`src/rtl/bpe_pkg.sv`:
```
package bpe_pkg;

    localparam int unsigned PE_LANES = 32;
    localparam int unsigned PE_ACT_W = 2;
    localparam int unsigned PE_ACC_W = 32;
    localparam int unsigned PE_SUM_W = PE_ACT_W + $clog2(PE_LANES) + 1;

    typedef logic signed [PE_SUM_W-1:0] beat_sum_t;
    typedef logic signed [PE_ACC_W-1:0] acc_t;

    typedef struct packed {
        logic      valid;
        logic      clear;
        logic      last;
        beat_sum_t sum;
    } stage1_t;

    function automatic acc_t widen(input beat_sum_t s);
        return {{(PE_ACC_W-PE_SUM_W){s[PE_SUM_W-1]}}, s};
    endfunction

endpackage

```
`src/rtl/bpe_lane_terms.sv`:
```
module bpe_lane_terms #(
    parameter int unsigned LANES = 32,
    parameter int unsigned ACT_W = 2,
    parameter int unsigned SUM_W = 8
) (
    input  logic [LANES-1:0]       wgt_i,
    input  logic [LANES*ACT_W-1:0] act_i,
    output logic [LANES*SUM_W-1:0] term_o
);
    for (genvar i = 0; i < LANES; i++) begin : g_lane
        logic [SUM_W-1:0] mag;
        assign mag = {{(SUM_W-ACT_W){1'b0}}, act_i[i*ACT_W +: ACT_W]};
        assign term_o[i*SUM_W +: SUM_W] = wgt_i[i] ? mag : (~mag + 1'b1);
    end
endmodule

```
`src/rtl/bpe_adder_tree.sv`:
```
module bpe_adder_tree #(
    parameter int unsigned LEAVES = 32,
    parameter int unsigned W      = 8
) (
    input  logic [LEAVES*W-1:0] leaf_i,
    output logic [W-1:0]        root_o
);
    localparam int unsigned NODES = 2*LEAVES - 1;

    logic [W-1:0] node [NODES];

    for (genvar i = 0; i < LEAVES; i++) begin : g_leaf
        assign node[LEAVES-1+i] = leaf_i[i*W +: W];
    end

    for (genvar k = 0; k < LEAVES-1; k++) begin : g_inner
        assign node[k] = node[2*k+1] + node[2*k+2];
    end

    assign root_o = node[0];
endmodule

```
`src/rtl/bpe_accum.sv`:
```
module bpe_accum #(
    parameter int unsigned ACC_W = 32
) (
    input  logic             clk_i,
    input  logic             rst_i,
    input  logic             upd_i,
    input  logic             load_i,
    input  logic             fire_i,
    input  logic [ACC_W-1:0] addend_i,
    output logic [ACC_W-1:0] acc_o,
    output logic             fire_o
);
    logic [ACC_W-1:0] acc_q;
    logic             fire_q;

    always_ff @(posedge clk_i) begin
        if (rst_i) begin
            acc_q  <= '0;
            fire_q <= 1'b0;
        end else begin
            fire_q <= upd_i & fire_i;
            if (upd_i) begin
                acc_q <= load_i ? addend_i : (acc_q + addend_i);
            end
        end
    end

    assign acc_o  = acc_q;
    assign fire_o = fire_q;
endmodule

```
`src/rtl/binconv_pe.sv`:
```
module binconv_pe
    import bpe_pkg::*;
(
    input  logic                         clk_i,
    input  logic                         rst_i,
    input  logic                         beat_valid_i,
    input  logic                         beat_clear_i,
    input  logic                         beat_last_i,
    input  logic [PE_LANES-1:0]          wgt_word_i,
    input  logic [PE_LANES*PE_ACT_W-1:0] act_vec_i,
    output logic                         res_valid_o,
    output logic [PE_ACC_W-1:0]          res_sum_o
);
    logic [PE_LANES*PE_SUM_W-1:0] terms;
    logic [PE_SUM_W-1:0]          tree_sum;
    stage1_t                      s1_q;
    acc_t                         addend;

    bpe_lane_terms #(
        .LANES (PE_LANES),
        .ACT_W (PE_ACT_W),
        .SUM_W (PE_SUM_W)
    ) lanes_i (
        .wgt_i  (wgt_word_i),
        .act_i  (act_vec_i),
        .term_o (terms)
    );

    bpe_adder_tree #(
        .LEAVES (PE_LANES),
        .W      (PE_SUM_W)
    ) tree_i (
        .leaf_i (terms),
        .root_o (tree_sum)
    );

    always_ff @(posedge clk_i) begin
        if (rst_i) begin
            s1_q <= '0;
        end else begin
            s1_q.valid <= beat_valid_i;
            s1_q.clear <= beat_clear_i;
            s1_q.last  <= beat_last_i;
            s1_q.sum   <= beat_sum_t'(tree_sum);
        end
    end

    assign addend = widen(s1_q.sum);

    bpe_accum #(
        .ACC_W (PE_ACC_W)
    ) acc_i (
        .clk_i    (clk_i),
        .rst_i    (rst_i),
        .upd_i    (s1_q.valid),
        .load_i   (s1_q.clear),
        .fire_i   (s1_q.last),
        .addend_i (addend),
        .acc_o    (res_sum_o),
        .fire_o   (res_valid_o)
    );
endmodule

```
`config.mk`:
```
export PLATFORM = sky130hd
export DESIGN_NAME = binconv_pe
export DESIGN_NICKNAME = d
export VERILOG_FILES = /design/src/rtl/bpe_pkg.sv /design/src/rtl/bpe_lane_terms.sv /design/src/rtl/bpe_adder_tree.sv /design/src/rtl/bpe_accum.sv /design/src/rtl/binconv_pe.sv
export SDC_FILE = /design/constraint.sdc
export NUM_CORES = 1
export LEC_CHECK = 0
export ABC_AREA = 1
export BUFFER_PORTS_ARGS = -buffer_cell sky130_fd_sc_hd__buf_4
export CAP_MARGIN = 20
export CORE_MARGIN = 8
export CORE_UTILIZATION = 30
export DETAILED_ROUTE_END_ITERATION = 8
export PLACE_DENSITY = 0.51
export SYNTH_ARGS = -nofsm -noshare
export SYNTH_HDL_FRONTEND = slang
export SYNTH_SLANG_ARGS = --single-unit
```
`constraint.sdc`:
```
create_clock -name clk_i -period 7.1 [get_ports clk_i]
set_clock_uncertainty 0.15 [all_clocks]
set_input_delay 0.71 -clock clk_i [delete_from_list [all_inputs] [get_ports clk_i]]
set_output_delay 0.71 -clock clk_i [all_outputs]
set_load 0.02 [all_outputs]
```
### Word-level counts from Yosys, hierarchy flattened

Index checks and enable logic that the tools add are counted.

* register bits after elaboration: 44
* bits in latches: 0
* memory bits (writable): 0
* memory bits (read-only): 0
* input port bits: 101
* output and inout port bits: 33
* word-level logic and storage cells: 136
* memories kept: 0

* add/subtract/negate cells: 64
* multiply operators: 0
* div/mod/pow operators: 0
* magnitude comparators: 0
* equality and inequality tests: 0
* shifts and indexed selects: 0
* muxes and demuxes: 33
* bitwise gates (word level): 33
* reductions and logical operators: 0

Operator list (number)
* $add A8 B1 Y8 const B: 32
* $mux W8: 32
* $not A2 Y8: 32
* $add A8 B8 Y8: 31
* $add A32 B32 Y32: 1
* $mux W32: 1
* $and A1 B1 Y1: 1

### Depth between registers and ports, before layout

* depth in word-level cells: 8
* mapped depth: 29
* depth with buffers taken out: 29

### Hierarchy

A second synthesis with hierarchy kept.

* cell total of the unflattened synthesis: 1898
* area total of the unflattened synthesis: 13000.0 um^2

Modules (own cells, without submodules)
* bpe_adder_tree: instances 1, cells each 706, area each 6127.1 um^2, seq. area each 0.0 um^2
* bpe_accum: instances 1, cells each 710, area each 3876.2 um^2, seq. area each 660.6 um^2
* bpe_lane_terms: instances 1, cells each 448, area each 2682.6 um^2, seq. area each 0.0 um^2
* binconv_pe: instances 1, cells each 34, area each 314.1 um^2, seq. area each 220.2 um^2

### Least setup slack after synthesis

OpenSTA, ideal clock, no wires.

* path kind: in2reg
* start point: in act_vec_i[48]
* end point: reg s1_q (netlist bit addend[7])
* library setup time: 113 ps
* arrival: 6553 ps
* data required time: 6837 ps
* path slack: 284 ps
* cell stages on the path: 25
* path buffers: 0
* cells stage by stage: inv_1 ha_1 or2_2 fa_1 fa_1 fa_1 fa_1 inv_1 fa_1 fa_1 fa_1 inv_1 fa_1 inv_1 ha_1 a21oi_1 nor2_1 nor2_1 inv_1 nand2_1 nand2_1 a21oi_1 nand2_1 nand2_1 nor2_1

* longest elaborated chain between the ends: 8

RTL lines
* from (decl): RTL line binconv_pe.sv:10 `input logic [PE_LANES*PE_ACT_W-1:0] act_vec_i,`
* $not A2 Y8: RTL line bpe_lane_terms.sv:13 `assign term_o[i*SUM_W +: SUM_W] = wgt_i[i] ? mag : (~mag + 1'b1);`
* $add A8 B1 Y8: RTL line bpe_lane_terms.sv:13
* $mux W8 *: RTL line bpe_lane_terms.sv:13
* $add A8 B8 Y8 * (5 in a row): RTL line bpe_adder_tree.sv:17 `assign node[k] = node[2*k+1] + node[2*k+2];`
* to (decl): RTL line binconv_pe.sv:16 `stage1_t s1_q;`

Every way passes the cells marked *; elsewhere a longest branch is shown, timed or not.
A chain may end at the register's enable or synchronous reset.

### Final worst setup path

* start point: in act_vec_i[40]
* end point: reg s1_q (netlist bit addend[6])

The elaborated chain is that of the path after synthesis.

==> impl_metrics.py <==
metrics = {
    "status": {
        "status": "completed",
    },
    "sta": {
        "timing.final.crit_period_ns": 6.70,
        "setup_viol_count_final": 0,
        "whs_ns": 0.270,
        "post-route-period-util": 0.944,
        "rsz0062_at_grt": "false",
        "finalMaxSlewViolations": 0,
        "worst_pin_slew_ns": 1.05,
        "fmax_ghz": 0.149,
        "relSlewSlack": 0.300,
        "hold_violations": 0,
    },
    "drt": {
        "routed_wl_um": 20600,
        "drtIter0Drc": 296,
        "postRouteAntennaNets": 0,
        "drt-pass1-iter-count": 5,
        "drc": 0,
        "vias_per_cell": 4.30,
        "vias": 7039,
        "post_drt_wl_per_cell_um": 12.6,
    },
    "layout": {
        "layout_commonest_cell": "inv_1",
        "insertedDiodeCount": 0,
        "final_cell_mix": "inv_1, nand2_1, buf_4",
        "finalNetCount": 1594,
        "multi_input_area_um2": 5980,
        "num-fill-cells": 2868,
        "ff_latch_area_um2": 881,
        "area_delta_synth_final_pct": 19.5,
        "drive_gt1_frac": 0.158,
    },
    "clock_network": {
        "htreeDepth": 2,
        "cts_root_buf": "clkbuf_16",
        "cts_setup_buffers": 0,
        "cts_buffers": 5,
        "tritoncts": "built",
        "cts_buffer_depth": 2,
        "clk_latency_ns": 0.30,
        "numClockSinks": 44,
        "cts.clk_slew.worst_paths_ns": 0.07,
    },
    "global_route": {
        "grtUsageTotal": 0.128,
        "grt_pass1_vias": 7424,
        "grt_overflow": 0,
        "grt_max_degree": 36,
        "grt_pass1_wl_um": 34700,
        "antenna_found_initial": 0,
    },
    "synth": {
        "yosysSeqAreaShare": 0.108,
        "syn_area_um2": 8150,
        "avgSynthCellArea_um2": 7.00,
        "synth_warnings": 0,
        "synth-simple-area-share": 0.222,
        "syn_inst": 1165,
        "synth_top_family_by_area": "adder cells",
        "synth-compound-area-share": 0.0944,
        "synth_cell_types": 31,
        "synth_fa_ha_area_frac": 0.404,
        "syn_nets": 1463,
        "synth_mux_area_frac": 0,
        "ys_seq_elements": 44,
        "synth_xor_area_frac": 0.0107,
    },
    "floorplanning": {
        "ioPinCount": 134,
        "row_count": 60,
        "coreArea_um2": 26800,
        "dieHeight_um": 181,
        "die-area_um2": 32700,
        "start_util": 0.304,
        "die_x_um": 181,
    },
    "place": {
        "io_buffers": 133,
        "dp_hpwl_um": 18300,
        "gp_congestion": 0.844,
    },
    "worst_setup_path": {
        "cp.required_ns": 7.13,
        "setup.worst_path.end_class": "flop",
        "startpoint_type": "primary input",
        "cp.arrival_ns": 6.74,
        "crit_path_max_fanout": 3,
        "crit_type": "in2reg",
    },
    "min_path": {
        "min_path_type": "reg2reg",
    },
    "flow_run": {
        "cap_viol_max_count": 0,
    },
}
-- layer usage --
layer,routed length (um),GRT usage
met5,0,0
met3,805,0.0203
met2,10600,0.244
met4,310,0.0271
met1,8920,0.146
-- logic make-up after synthesis --
family	Yosys count
buf+inv	347
xor+xnor	10
simple gates	424
flops	44
compound gates	143
fa+ha+maj	197
-- worst max-delay path, stage by stage --
cell and delay [ns]:
buf_4 0.09, inv_1 0.04, ha_1 0.17, or2_2 0.28
fa_1 0.58, inv_1 0.07, fa_1 0.53, inv_1 0.05
fa_1 0.48, fa_1 0.53, inv_1 0.05, fa_1 0.46
fa_1 0.55, inv_1 0.06, fa_1 0.50, fa_1 0.47
inv_1 0.06, ha_1 0.16, inv_1 0.05, fa_1 0.40
nor2_1 0.15, a211oi_2 0.05, o21ai_0 0.14, a21oi_1 0.06
-- state kept, by name, summed over array words and instances (netlist names) --
| signal | cells |
|---|---|
| s1_q | 3 |
| acc_i.acc_o | 32 |
| acc_i.fire_o | 1 |
| addend | 8 |
-- Yosys cell counts, drive strengths merged --
cell / count / share of area
xnor2: 5 / 0.0054
xor2: 5 / 0.0054
o21ai: 41 / 0.025
nor3: 3 / 0.0031
a211oi: 1 / 0.00092
nand4: 1 / 0.00077
nand3: 43 / 0.032
o21bai: 2 / 0.0023
ha: 87 / 0.13
clkbuf: 7 / 0.0032
nor2: 106 / 0.050
inv: 333 / 0.15
dfxtp: 44 / 0.11
buf: 7 / 0.0041
o211ai: 5 / 0.0046
and2: 1 / 0.00077
fa: 110 / 0.27
nand2: 252 / 0.12
nand3b: 5 / 0.0046
a21oi: 91 / 0.059
or2: 13 / 0.010
a21o: 3 / 0.0028
-- area by class of cell --
cell class              instances  share of cell area
flip-flops and latches         44              0.0904
clock buffers                   5              0.0128
repair buffers                138               0.108
multi-input cells             774               0.614
well taps                     341              0.0438
clock inverters                 3             0.00257
inverters                     333               0.128
-- timing repair --
| action | 4_1_cts | 5_1_grt |
|---|---|---|
| gates resized for setup | 0 | 5 |
| hold buffers | 0 | 0 |
| endpoints found under the hold margin | 0 | 0 |
| endpoints found under the setup margin | 0 | 2 |
-- through the flow --
stage	setup slack (ns)	util	instances	TNS (ns)	cell area (um2)
2_1_floorplan	0.284	-	1165	0	8150
3_3_place_gp	0.0424	0.356	1629	0	9550
3_5_place_dp	-0.00749	0.357	1630	-0.00749	9570
4_1_cts	0.302	0.363	1638	0	9720
5_1_grt	0.00196	0.363	1638	0	9740
6_report	0.397	0.363	1638	0	9740
-- worst paths after layout --
check | slack [ns] | to | from | cells after the start
worst max-delay path | 0.40 | addend[6] | act_vec_i[40] | 24
worst min-delay path | 0.27 | acc_i.fire_o | s1_q[8] | 2
worst max register to register | 4.79 | acc_i.acc_o[29] | addend[7] | 11
worst min register to register | 0.27 | acc_i.fire_o | s1_q[8] | 2
Power is not shown: default switching activity piles up to over one toggle a cycle in this logic, so the estimate is an artifact.
